==> config.mk <==
export PLATFORM = sky130hd
export DESIGN_NAME = quad_op_alu
export DESIGN_NICKNAME = d
export VERILOG_FILES = /design/src/rtl/qa_pkg.sv /design/src/rtl/qa_addsub.sv /design/src/rtl/qa_mul.sv /design/src/rtl/qa_div.sv /design/src/rtl/quad_op_alu.sv
export SDC_FILE = /design/constraint.sdc
export NUM_CORES = 1
export LEC_CHECK = 0
export BUFFER_PORTS_ARGS = -buffer_cell sky130_fd_sc_hd__buf_2
export CAP_MARGIN = 20
export CORE_AREA = 2 2 39 41
export DETAILED_ROUTE_END_ITERATION = 12
export DIE_AREA = 0 0 41 43
export PLACE_DENSITY = 0.49
export SLEW_MARGIN = 20
export SYNTH_ARGS = -nofsm -noshare
export SYNTH_HDL_FRONTEND = slang
export SYNTH_SLANG_ARGS = --single-unit
==> constraint.sdc <==
create_clock -name vclk -period 1.25
set_input_delay 0 -clock vclk [all_inputs]
set_output_delay 0 -clock vclk [all_outputs]
set_load 0.01 [all_outputs]
==> src/rtl/qa_pkg.sv <==
package qa_pkg;
   typedef enum logic {
      MUL_NATIVE   = 1'b0,
      MUL_SHIFTADD = 1'b1
   } mul_style_e;

   localparam int unsigned QA_OPW_DEF  = 2;
   localparam int unsigned QA_RESW_DEF = 4;
endpackage

==> src/rtl/qa_addsub.sv <==
module qa_addsub #(
   parameter int unsigned OPW  = 2,
   parameter int unsigned RESW = 4
) (
   input  logic [OPW-1:0]  a_i,
   input  logic [OPW-1:0]  b_i,
   output logic [RESW-1:0] sum_o,
   output logic [RESW-1:0] mag_o,
   output logic            neg_o
);
   localparam int unsigned SUMW = OPW + 1;

   logic [SUMW-1:0] sum_w;
   logic [OPW-1:0]  fwd_w;
   logic [OPW-1:0]  rev_w;
   logic            lt_w;

   assign sum_w = SUMW'(a_i) + SUMW'(b_i);
   assign lt_w  = (a_i < b_i);
   assign fwd_w = a_i - b_i;
   assign rev_w = b_i - a_i;

   assign sum_o = RESW'(sum_w);
   assign mag_o = lt_w ? RESW'(rev_w) : RESW'(fwd_w);
   assign neg_o = lt_w;
endmodule

==> src/rtl/qa_mul.sv <==
module qa_mul #(
   parameter int unsigned       OPW   = 2,
   parameter int unsigned       RESW  = 4,
   parameter qa_pkg::mul_style_e STYLE = qa_pkg::MUL_SHIFTADD
) (
   input  logic [OPW-1:0]  a_i,
   input  logic [OPW-1:0]  b_i,
   output logic [RESW-1:0] prod_o
);
   localparam int unsigned PW = 2 * OPW;

   logic [PW-1:0] prod_w;

   generate
      if (STYLE == qa_pkg::MUL_SHIFTADD) begin : g_shiftadd
         logic [PW-1:0] acc [OPW+1];
         assign acc[0] = '0;
         for (genvar i = 0; i < OPW; i++) begin : g_row
            logic [PW-1:0] pp;
            assign pp       = b_i[i] ? (PW'(a_i) << i) : '0;
            assign acc[i+1] = acc[i] + pp;
         end
         assign prod_w = acc[OPW];
      end else begin : g_native
         assign prod_w = PW'(a_i) * PW'(b_i);
      end
   endgenerate

   assign prod_o = RESW'(prod_w);
endmodule

==> src/rtl/qa_div.sv <==
module qa_div #(
   parameter int unsigned OPW  = 2,
   parameter int unsigned RESW = 4
) (
   input  logic [OPW-1:0]  a_i,
   input  logic [OPW-1:0]  b_i,
   output logic [RESW-1:0] quot_o,
   output logic            zero_o
);
   logic [OPW-1:0] rem [OPW];
   logic [OPW-1:0] q_w;
   logic           bz_w;

   assign rem[0] = '0;
   assign bz_w   = (b_i == '0);

   generate
      for (genvar k = 0; k < OPW; k++) begin : g_stage
         localparam int unsigned IDX = OPW - 1 - k;
         logic [OPW:0]   shifted;
         logic [OPW-1:0] reduced;
         logic           take;
         assign shifted  = {rem[k], a_i[IDX]};
         assign take     = (shifted >= {1'b0, b_i});
         assign reduced  = shifted[OPW-1:0] - b_i;
         assign q_w[IDX] = take;
         if (k < OPW - 1) begin : g_next
            assign rem[k+1] = take ? reduced : shifted[OPW-1:0];
         end else begin : g_last
            logic [OPW-1:0] rem_final;
            assign rem_final = take ? reduced : shifted[OPW-1:0];
            logic unused_rem;
            assign unused_rem = ^rem_final;
         end
      end
   endgenerate

   assign quot_o = bz_w ? '0 : RESW'(q_w);
   assign zero_o = bz_w;
endmodule

==> src/rtl/quad_op_alu.sv <==
module quad_op_alu #(
   parameter int unsigned        OPW       = qa_pkg::QA_OPW_DEF,
   parameter int unsigned        RESW      = qa_pkg::QA_RESW_DEF,
   parameter qa_pkg::mul_style_e MUL_STYLE = qa_pkg::MUL_SHIFTADD
) (
   input  logic [2*OPW-1:0] opnd_i,
   output logic [RESW-1:0]  sum_o,
   output logic [RESW-1:0]  diff_o,
   output logic [RESW-1:0]  prod_o,
   output logic [RESW-1:0]  quot_o,
   output logic             neg_o,
   output logic             dz_o
);
   localparam int unsigned BUSW = 2 * OPW;

   generate
      if (OPW < 1) begin : g_bad_opw
         $error("quad_op_alu: OPW must be at least 1");
      end
      if (RESW < BUSW) begin : g_bad_resw
         $error("quad_op_alu: RESW must hold a full product");
      end
   endgenerate

   logic [OPW-1:0] a_w;
   logic [OPW-1:0] b_w;

   assign a_w = opnd_i[BUSW-1:OPW];
   assign b_w = opnd_i[OPW-1:0];

   qa_addsub #(.OPW(OPW), .RESW(RESW)) u_addsub (
      .a_i   (a_w),
      .b_i   (b_w),
      .sum_o (sum_o),
      .mag_o (diff_o),
      .neg_o (neg_o)
   );

   qa_mul #(.OPW(OPW), .RESW(RESW), .STYLE(MUL_STYLE)) u_mul (
      .a_i    (a_w),
      .b_i    (b_w),
      .prod_o (prod_o)
   );

   qa_div #(.OPW(OPW), .RESW(RESW)) u_div (
      .a_i    (a_w),
      .b_i    (b_w),
      .quot_o (quot_o),
      .zero_o (dz_o)
   );
endmodule

; ---- Word level (Yosys, flattened, before mapping)
; Index checks and enable logic that the tools add are counted.
[word_totals]
reg_bits = 0
inputBits = 4
out_inout_bits = 18
[classes]
addsub = 5
order_cmp = 3
mux = 5
n_reduce_logical = 1
[op_table]
columns = op, count
row1 = 2-to-1 mux 2 bit, 4
row2 = adder 2 x 3 -> 4 bit, 1
row3 = subtractor 2 bit, 2
row4 = adder 2 x 2 -> 3 bit, 1
row5 = greater-or-equal comparator 3 x 2 -> 1 bit, 1
row6 = 2-to-1 mux 3 bit, 1
row7 = greater-or-equal comparator 1 x 2 -> 1 bit, 1
row8 = logical NOT 2 bit, 1
row9 = less-than comparator 2 bit, 1
row10 = subtractor 1 x 2 -> 2 bit, 1

; ---- Logic depth before layout (Yosys ltp)
[logic_depth]
depth_word = 4
ltp_mapped = 9
depth_no_buf = 9

; ---- Hierarchy
; Synthesis repeated with hierarchy kept, for this count alone.
[hier_totals]
hier_cells = 47
hier_area_um2 = 357.8
[by_module_without_submodules]
columns = module, n_inst, cells_per_inst, area_per_inst_um2
row1 = qa_addsub, 1, 21, 172.7
row2 = qa_div, 1, 20, 135.1
row3 = qa_mul, 1, 6, 50.0

; ---- Least setup slack after synthesis
; OpenSTA, ideal clock, no wires.
[synth_timing]
path_kind = input to output
startpoint = in opnd_i[3]
endpoint = out quot_o[0]
arrival_time_ns = 1.166
t_required_ns = 1.250
slack_ns = 0.084
stages = 8
path_buffers = 0
cell_sequence = inv_1 > ha_1 > inv_1 > ha_1 > o21a_1 > ha_1 > a21oi_1 > o22ai_1
[synth_via]
elab_chain_len = 4
[synth_lines]
columns = item, line_no
row1 = "start, declared", quad_op_alu.sv:6  ; input logic [2*OPW-1:0] opnd_i,
row2 = subtractor 1 x 2 -> 2 bit / greater-or-equal comparator 1 x 2 -> 1 bit (equally long branches), "qa_div.sv:25, qa_div.sv:24"
row3 = 2-to-1 mux 2 bit (*), qa_div.sv:28  ; assign rem[k+1] = take ? reduced : shifted[OPW-1:0];
row4 = greater-or-equal comparator 3 x 2 -> 1 bit (*), qa_div.sv:24  ; assign take = (shifted >= {1'b0, b_i});
row5 = 2-to-1 mux 2 bit (*), qa_div.sv:38  ; assign quot_o = bz_w ? '0 : RESW'(q_w);
row6 = "end, declared", quad_op_alu.sv:10  ; output logic [RESW-1:0] quot_o,
; Every way passes the cells marked *; elsewhere a longest branch is shown, timed or not.

; ---- Worst setup path after layout
; Ends and elaborated chain as after synthesis.

==> metrics.csv <==
metric;value;unit
status;complete, but fails checks;
failed_checks;setup timing;
drt_iter0_drc;0;
nFlopsAndLatches;0;
grt_antenna_before_repair;0;
yosys.area.top_type;ha_1;
syn_area;321.6;um2
setup_viol;1;
core-area;0.001384;mm2
hold_depth;4;
fp.dieH;43;um
gp_congestion;0.7552;
whs;397.6;ps
worstPathRequired;1250;ps
rows;14;
route.detailed.drc;0;
viasPerCell;4.039;
drv_slew;0;
regArea;0;um2
cellLeakagePower;0.0002775;uW
yosysSeqAreaShare;0;
rsz0062_at_grt;yes;
portBuffers;17;
syn_to_final_growth;57.98;%
cp_data_arrival_time;1270;ps
utilization;0.3671;
overflow;0;
chipWidth;41;um
diodes;0;
timing.fmax;787.0;MHz
hold_viol;0;
placed_cells;76;
fin_crit_sh;1.017;
ys_top_cells_by_area;ha_1 43%, buf_4 14%, fa_1 12%, inv_1 5.8%, nor2_1 3.5%;
grt_pass1_vias;272;
grt_start_max_net_pins;7;
vias;311;
setup_ws;-20.65;ps
power_density;410.6;mW/mm2
peakVddDrop;0.0001499;V
drive_gt1_frac;0.5738;
dieArea;0.001763;mm2
start_util;0.2324;
grt_usage;0.08526;
fin_crit;1271;ps
finalNetCount;80;
syn_area_per_cell;8.245;um2
endpoint_kind;output pin;
hold_path.class;primary input to output pin;
yosys_warnings;0;
syn_inst;39;
synth_top_area_frac;0.4280;
synth.distinct_cells;16;
worstSetupStartpoint;opnd_i[3];
cp_max_fo;3;
crit_path_end;quot_o[0];
first_pass_iters;1;
hold_buffers;0;
dp_hpwl;557.7;um
setup.worst_path.class;primary input to output pin;
ant_nets;0;
grt_pass1_wl;1.124;mm
cap_viol_max_count;0;
critPathLaunchType;primary input;
fin_cells;77;
wl_per_cell;8.870;um
wirelength;683;um
pin_count;22;
nClkBuffers;0;
power breakdown:
part           total (uW)  internal [uW]  switching (uW)  leakage (uW)
Clock                   0              0               0             0
Sequential              0              0               0             0
Combinational         209            100             109      0.000278
layout by cell type (no fill, tap or decap), types with 2 or more instances in the layout:
cell type | Yosys | layout
buf_4 | 6 | 7
inv_2 | 1 | 2
a21oi_2 | 1 | 2
nor2_1 | 3 | 3
inv_1 | 5 | 3
conb_1 | 1 | 5
buf_2 | 0 | 16
ha_1 | 11 | 7
ha_4 | 0 | 3
worst max-delay path, stage by stage:
cell	delay, ps
buf_6	100
inv_4	50
ha_4	120
inv_2	40
ha_4	160
o21ai_2	110
o21a_1	170
ha_4	200
a21oi_2	110
o22ai_1	80
buf_2	140
timing repair:
item                                    in CTS  in global routing
hold endpoints to repair                     0                  0
setup buffers                                1                  0
gates cloned                                 0                  0
gates resized for setup                      8                  6
pin swaps                                    6                  4
endpoints found under the setup margin       1                  2
final cells by class:
type                            instances  area, um2
Timing Repair Buffer                   24      143.9
Multi-Input combinational cell         31      319.1
Inverter                                6      25.02
Fill cell                             152      875.8
Tap cell                               16      20.02
kinds of logic (layout without fill, tap and decap cells):
logic type / count (synthesis) / after routing / synth area share
adder cells (fa/ha/maj): 13 / 13 / 0.5525
buffers and inverters: 12 / 30 / 0.2101
AO/OA/AOI/OAI: 7 / 7 / 0.1323
AND/OR/NAND/NOR: 5 / 5 / 0.06615
other: 1 / 5 / 0.01166
XOR/XNOR: 1 / 1 / 0.02724
worst min path at each step:
stage	startpoint	endpoint	slack, ps
floorplan	opnd_i[0]	dz_o	60
global placement	opnd_i[2]	sum_o[0]	400
detailed placement	opnd_i[2]	sum_o[0]	400
CTS	opnd_i[2]	sum_o[0]	400
global route	opnd_i[2]	diff_o[0]	420
finish	opnd_i[2]	sum_o[0]	400
per-layer routing:
| layer | track usage | vias to the layer above | wire, um |
|---|---|---|---|
| li1 | - | 160 | - |
| met2 | 0.1375 | 14 | 328 |
| met3 | 0 | 2 | 35 |
| met4 | 0 | 0 | 19 |
| met1 | 0.1314 | 135 | 299 |
| met5 | 0 | - | 0 |
synthesized netlist by cell type:
cell and n:
o22ai_1 1, inv_2 1, inv_1 5, buf_4 6
conb_1 1, fa_1 2, o21ai_1 1, a21oi_1 1
nand2_1 1, o21ai_0 2, xnor2_1 1, ha_1 11
o21a_1 1, nor2_1 3, a21oi_2 1, nand2b_1 1
metrics by stage:
| stage | power, uW | TNS, ps | instance area, um2 | worst slack (ps) |
|---|---|---|---|---|
| 6_report | 208.6 | -20.65 | 508.0 | -20.65 |
| 5_1_grt | 235.6 | -82.51 | 508.0 | -82.51 |
| 4_1_cts | 194.7 | -52.51 | 483.0 | -52.51 |
| 3_5_place_dp | 178.5 | -118.2 | 441.7 | -118.2 |
| 3_3_place_gp | 178.2 | -102.8 | 441.7 | -102.8 |
| 2_1_floorplan | 119.9 | 0 | 336.6 | 83.67 |
Power figures use the tool's default switching activity.
